==> src/rtl/xcvr_pkg.sv <==
package xcvr_pkg;
  typedef enum logic [1:0] {
    MODE_PASS    = 2'd0,
    MODE_CAPTURE = 2'd1,
    MODE_HOLD    = 2'd2
  } xcvr_mode_e;

  function automatic xcvr_mode_e pick_mode(input logic le, input logic rise);
    if (le)        return MODE_PASS;
    else if (rise) return MODE_CAPTURE;
    else           return MODE_HOLD;
  endfunction
endpackage

==> src/rtl/xcvr_edge_det.sv <==
module xcvr_edge_det (
  input  logic clk_i,
  input  logic rst_ni,
  input  logic lvl_i,
  output logic rise_o
);
  logic lvl_q;

  always_ff @(posedge clk_i or negedge rst_ni) begin
    if (!rst_ni) lvl_q <= 1'b0;
    else         lvl_q <= lvl_i;
  end

  assign rise_o = lvl_i & ~lvl_q;

  // a rise is a single-cycle event
  p_one_rise_r3: assert property (@(posedge clk_i) disable iff (!rst_ni)
    rise_o |=> !rise_o);
endmodule

==> src/rtl/xcvr_path.sv <==
module xcvr_path
  import xcvr_pkg::*;
#(
  parameter int unsigned WIDTH         = 18,
  parameter bit          OE_ACTIVE_LOW = 1'b0
) (
  input  logic             clk_i,
  input  logic             rst_ni,
  input  logic [WIDTH-1:0] din_i,
  input  logic             le_i,
  input  logic             cap_i,
  input  logic             oe_i,
  output logic [WIDTH-1:0] dout_o,
  output logic             oe_o
);
  logic             cap_rise;
  logic [WIDTH-1:0] store_q;
  xcvr_mode_e       mode;

  xcvr_edge_det u_edge (
    .clk_i  (clk_i),
    .rst_ni (rst_ni),
    .lvl_i  (cap_i),
    .rise_o (cap_rise)
  );

  assign mode = pick_mode(le_i, cap_rise);

  always_ff @(posedge clk_i or negedge rst_ni) begin
    if (!rst_ni) begin
      store_q <= '0;
    end else begin
      unique case (mode)
        MODE_PASS, MODE_CAPTURE: store_q <= din_i;
        default:                 store_q <= store_q;
      endcase
    end
  end

  // transparent bypass avoids a cycle of lag
  assign dout_o = (mode == MODE_PASS) ? din_i : store_q;

  generate
    if (OE_ACTIVE_LOW) begin : g_oe_low
      assign oe_o = ~oe_i;
    end else begin : g_oe_high
      assign oe_o = oe_i;
    end
  endgenerate

  p_pass_load_r2: assert property (@(posedge clk_i) disable iff (!rst_ni)
    le_i |=> store_q == $past(din_i));

  p_capture_r3: assert property (@(posedge clk_i) disable iff (!rst_ni)
    (!le_i && cap_rise) |=> store_q == $past(din_i));

  p_hold_r4: assert property (@(posedge clk_i) disable iff (!rst_ni)
    (!le_i && !cap_rise) |=> $stable(store_q));
endmodule

==> src/rtl/bus_xcvr_top.sv <==
module bus_xcvr_top #(
  parameter int unsigned WIDTH = 18
) (
  input  logic             clk_i,
  input  logic             rst_ni,
  input  logic [WIDTH-1:0] a_i,
  input  logic [WIDTH-1:0] b_i,
  input  logic             ab_oe_i,
  input  logic             ab_le_i,
  input  logic             ab_cap_i,
  input  logic             ba_oe_ni,
  input  logic             ba_le_i,
  input  logic             ba_cap_i,
  output logic [WIDTH-1:0] b_o,
  output logic             b_oe_o,
  output logic [WIDTH-1:0] a_o,
  output logic             a_oe_o
);
  xcvr_path #(.WIDTH(WIDTH), .OE_ACTIVE_LOW(1'b0)) u_ab (
    .clk_i  (clk_i),
    .rst_ni (rst_ni),
    .din_i  (a_i),
    .le_i   (ab_le_i),
    .cap_i  (ab_cap_i),
    .oe_i   (ab_oe_i),
    .dout_o (b_o),
    .oe_o   (b_oe_o)
  );

  xcvr_path #(.WIDTH(WIDTH), .OE_ACTIVE_LOW(1'b1)) u_ba (
    .clk_i  (clk_i),
    .rst_ni (rst_ni),
    .din_i  (b_i),
    .le_i   (ba_le_i),
    .cap_i  (ba_cap_i),
    .oe_i   (ba_oe_ni),
    .dout_o (a_o),
    .oe_o   (a_oe_o)
  );

  // quiet B-to-A controls keep side A steady whatever A-to-B does
  p_indep_r10: assert property (@(posedge clk_i) disable iff (!rst_ni)
    (!ba_le_i && !ba_cap_i) |=> (ba_le_i || $stable(a_o)));
endmodule

==> config.mk <==
export PLATFORM = sky130hd
export DESIGN_NAME = bus_xcvr_top
export DESIGN_NICKNAME = d
export VERILOG_FILES = /design/src/rtl/xcvr_pkg.sv /design/src/rtl/xcvr_edge_det.sv /design/src/rtl/xcvr_path.sv /design/src/rtl/bus_xcvr_top.sv
export SDC_FILE = /design/constraint.sdc
export NUM_CORES = 1
export LEC_CHECK = 0
export ABC_CLOCK_PERIOD_IN_PS = 1300
export BUFFER_PORTS_ARGS = -buffer_cell sky130_fd_sc_hd__buf_2
export CAP_MARGIN = 20
export CORE_ASPECT_RATIO = 0.6
export CORE_MARGIN = 3
export CORE_UTILIZATION = 48
export DETAILED_ROUTE_END_ITERATION = 12
export GPL_ROUTABILITY_DRIVEN = 1
export PLACE_DENSITY = 0.8
export SKIP_CTS_REPAIR_TIMING = 1
export SYNTH_ARGS = -nofsm -noshare
export SYNTH_HDL_FRONTEND = slang
export SYNTH_SLANG_ARGS = --single-unit
==> constraint.sdc <==
create_clock -name clk_i -period 1.3 [get_ports clk_i]
set_input_delay 0.26 -clock clk_i [delete_from_list [all_inputs] [get_ports clk_i]]
set_output_delay 0.26 -clock clk_i [all_outputs]
set_load 0.005 [all_outputs]
; Yosys cells after proc, flatten, opt, wreduce, memory -nomap -nowiden
; Cells that the tools add are included.
[op_classes]
bitwise = 5
mux = 6
n_eq_ne = 2
reduce_logical = 4
[op_table]
columns = op, n
row1 = 18-bit two-way mux, 2
row2 = 2-bit two-way mux, 4
row3 = 2-bit by 1-bit == test with 1-bit output (second input constant), 2
row4 = 2-bit zero test, 2
row5 = 2-bit OR reduction, 2
row6 = 1-bit inverter, 3
row7 = 1-bit bitwise AND, 2
[word_totals]
word_cells = 21
reg_bits = 38
out_inout_bits = 38

; Logic depth before layout (Yosys ltp)
[depth]
depth_word = 6
ltp_mapped = 4

; Cells and area by module
; From an unflattened synthesis, not the netlist that was laid out.
[hier_totals]
cells_unflattened = 122
area_unflattened_um2 = 1993.2
[by_module_without_submodules]
columns = mod, n_inst, seq_area_each_um2, area_each_um2, cells_per_inst
row1 = xcvr_path at u_ab, 1, 450.4, 959.7, 59
row2 = xcvr_path at u_ba, 1, 450.4, 955.9, 59
row3 = xcvr_edge_det, 2, 25.0, 38.8, 2

; Least setup slack after synthesis
; OpenSTA, ideal clock, no wires.
[synth_timing]
kind = register to register
startpoint = register u_ab.u_edge.lvl_q
endpoint = register u_ab.store_q[10]
synth_period_minus_slack_ns = 1.230
t_required_ns = 1.175
stages_incl_launch_ff = 5
arrival_ns = 1.105
setup_ns = 0.125
path_buffers = 1
slack_ns = 0.070
path_cell_list = dfrtp_1 -> inv_1 -> a21oi_4 -> buf_12 -> mux2_4
[synth_between]
elab_chain_cells = 6
[synth_lines]
columns = item, line
row1 = start: declaration, xcvr_edge_det.sv:7  ; logic lvl_q;
row2 = start signal: assignment, xcvr_edge_det.sv:11  ; else lvl_q <= lvl_i;
row3 = 1-bit inverter *, xcvr_edge_det.sv:14  ; assign rise_o = lvl_i & ~lvl_q;
row4 = 1-bit bitwise AND *, xcvr_edge_det.sv:14
row5 = 2-bit two-way mux *, xcvr_pkg.sv:10  ; else if (rise) return MODE_CAPTURE;
row6 = 2-bit two-way mux *, xcvr_pkg.sv:9  ; if (le) return MODE_PASS;
row7 = 2-bit by 1-bit == test with 1-bit output or 2-bit zero test (tied branches), xcvr_path.sv:33  ; unique case (mode)
row8 = 2-bit OR reduction *, xcvr_path.sv:33
row9 = end signal: assignment, xcvr_path.sv:34  ; MODE_PASS, MODE_CAPTURE: store_q <= din_i;
row10 = end signal: assignment, xcvr_path.sv:35  ; default: store_q <= store_q;
row11 = end: declaration, xcvr_path.sv:17  ; logic [WIDTH-1:0] store_q;
; Every way passes the cells marked *; elsewhere a longest branch is shown, timed or not.
; A chain may end at the register's enable or synchronous reset.

; Worst setup path in the final report
[layout_timing]
startpoint = register u_ab.store_q[0]
endpoint = output b_o[0]
[layout_between]
elab_chain_cells = 1
[layout_lines]
columns = item, line
row1 = 18-bit two-way mux, xcvr_path.sv:41  ; assign dout_o = (mode == MODE_PASS) ? din_i : store_q;
row2 = end: declaration, bus_xcvr_top.sv:14  ; output logic [WIDTH-1:0] b_o,
; Every way passes these cells.

==> key figures <==
Floorplanning
  – Die Footprint: 4910 µm²
  – Row count: 17
  – Initial core utilization: 0.518
  – Die height: 55.5 µm
  – I/O pins: 82
  – Core footprint: 3790 µm²
  – Die width: 88.5 µm

Logic synthesis
  – Post-synth net total: 166
  – Netlist cell types: 9
  – Compound-Gate Fraction of Synth Area: 0.0166
  – Top cell type by total area after synthesis: dfrtp_1
  – Mux share of post-synthesis cell area: 0.452
  – Syn Inst Count: 122
  – XOR/XNOR share of the synthesized area: 0
  – Sequential share of the synthesized area: 0.485
  – Synth Area in Adders: 0
  – Share of the synthesized area in the top cell type: 0.485
  – #FFs+latches synth: 38
  – Main combinational cell family by area after synthesis: multiplexers
  – Post-Synth Simple-Gate Area: 0
  – Yosys warns: 0
  – Synth Cell Area: 1960 µm²
  – Area contributors post-synth: dfrtp_1, mux2_2, mux2_4
  – Avg Inst Size Synth: 16.1 µm²

Place
  – Cell area after placement: 2380 µm²
  – Detailed placer's ending HPWL: 2940 µm
  – Input/output buffers: 79
  – Dpl cells: 246
  – Final Wtd Congestion: 0.774

Cells and area
  – Cell area after layout: 2670 µm²
  – Most common cell after layout, fill and taps aside: buf_2
  – Synth-to-layout area growth: 36.3%
  – N_diodes: 0
  – Utilization after layout: 0.706
  – Finished Layout Cells: 264
  – Share of cells above drive strength 1: 0.802
  – Most frequent cells in the layout: buf_2, mux2_2, dfrtp_1
  – Nets@finish: 261

Power
  – Power Total: 2.84 mW
  – VDD IR max: 0.000585 V
  – Leak: 1.34 nW
  – P per Cell Area: 1060 nW/µm²

Critical path
  – Required time worst endpoint: 1.04 ns
  – Reg2Reg Depth: 4
  – CP arrival: 1.07 ns
  – CP startpoint kind: flop
  – Crit Reg-Reg Endpoint: u_ab.store_q[5]$_DFFE_PN0P_
  – Worst setup EP type: primary output
  – Setup crit start: u_ab.store_q[0]$_DFFE_PN0P_
  – WS Path Type: flop to primary output
  – Reg2Reg Setup Slack: 0.10 ns
  – CP max FO: 2
  – Worst R2R Start: u_ab.u_edge.lvl_q$_DFF_PN0_

Global route
  – Overflow after GRT: 0
  – Overall global routing resource usage: 0.174
  – Vias in the first global route: 1415
  – First-pass GRT wire length: 6640 µm
  – Pin count of the biggest net entering global routing: 39
  – Initial antenna violation count: 0

Timing
  – Final hold vios: 0
  – Post-route minimum period: 1.33 ns
  – Fmax: 753 MHz
  – Pins Over Slew Limit: 0
  – Final setup viols: 28
  – Period Utilization, post-route: 1.02
  – Clock Skews: 0.00393 ns
  – Relative slew slack: 0.679
  – RSZ-0062 raised after global routing: true
  – Fin worst setup slack: -0.0274 ns
  – Slew of the pin with the lowest slew margin: 0.482 ns

Status
  – Status: finished, violations left
  – Failing checks: setup timing

Routing
  – DRC viols: 0
  – Final WL: 4090 µm
  – Initial DRC Count: 31
  – Via Count: 1331
  – Avg WL per Cell: 15.5 µm
  – Initial DRT Pass Iterations: 4
  – ANT nets after route: 0
  – Vias per inst: 5.04

Clock network
  – CTS max path bufs: 2
  – Worst skew pair latency: 0.28 ns
  – CTS tree: built
  – Clock root buffer: clkbuf_8
  – # clock sinks: 38
  – Clk slew on worst S/H paths: 0.07 ns
  – H-tree depth: 2
  – CTS Buf Count: 5

Job
  – # Max-Cap Violations: 0

Worst hold path
  – Hold Path Class: primary input to asynchronous set/reset pin
## report_power, final
| group | total (mW) | internal [mW] | switching, mW |
|---|---|---|---|
| sequential | 1.36 | 1.30 | 0.0604 |
| combinational | 0.742 | 0.487 | 0.255 |
| clock | 0.740 | 0.369 | 0.372 |
## critical path: stages (launching register included)
cell and delay (ns):
dfrtp_1 0.38, mux2_2 0.27, buf_2 0.13
## sequential cells by signal, indices dropped and copies added (netlist names)
register / cells
u_ab.store_q: 18
u_ab.u_edge.lvl_q: 1
u_ba.store_q: 18
u_ba.u_edge.lvl_q: 1
## worst max-delay path by stage
stage                                         to  slack (ns)
global route                              b_o[9]       -0.06
floorplan           u_ab.store_q[10]$_DFFE_PN0P_        0.07
global placement                         b_o[13]       -0.11
detailed placement                        a_o[4]       -0.14
CTS                                      a_o[10]       -0.15
finish                                    b_o[0]       -0.03
## stage by stage
| step | hold WS [ns] | setup TNS (ns) | setup WS [ns] |
|---|---|---|---|
| 3_5_place_dp | 0.350 | -6.64 | -0.140 |
| 4_1_cts | 0.0347 | -4.52 | -0.145 |
| 6_report | 0.0180 | -0.299 | -0.0274 |
| 3_3_place_gp | 0.325 | -5.20 | -0.110 |
| 5_1_grt | 0.0652 | -1.61 | -0.0620 |
| 2_1_floorplan | -0.0356 | 0 | 0.0699 |
## cells in the mapped netlist
| cell type | instances |
|---|---|
| a21oi_4 | 2 |
| inv_1 | 3 |
| buf_4 | 1 |
| mux2_2 | 52 |
| buf_6 | 2 |
| buf_12 | 2 |
| mux2_4 | 20 |
| dfrtp_1 | 38 |
| buf_2 | 2 |
## routing by layer
metal	track usage	wire length, µm	part of all wire	vias to the layer above
met4	0.0711	70	0.017	0
met2	0.290	2050	0.50	47
li1	-	-	-	626
met3	0.0432	204	0.050	7
met5	0	0	0	-
met1	0.215	1760	0.43	651
## cell type report
cell class	instances	area (µm²)
multi-input combinational	74	963
inverter	3	11.3
tap	47	58.8
sequential	38	951
fill	258	1110
clock buffer	7	76.3
timing repair buffer	95	612
## logic make-up (layout without fill, tap and decap cells)
| group | count (synthesis) | count (layout) |
|---|---|---|
| mux | 72 | 72 |
| compound gates | 2 | 2 |
| flops | 38 | 38 |
| buf+inv | 10 | 105 |
Note: power is estimated with default switching activity, not from simulation.
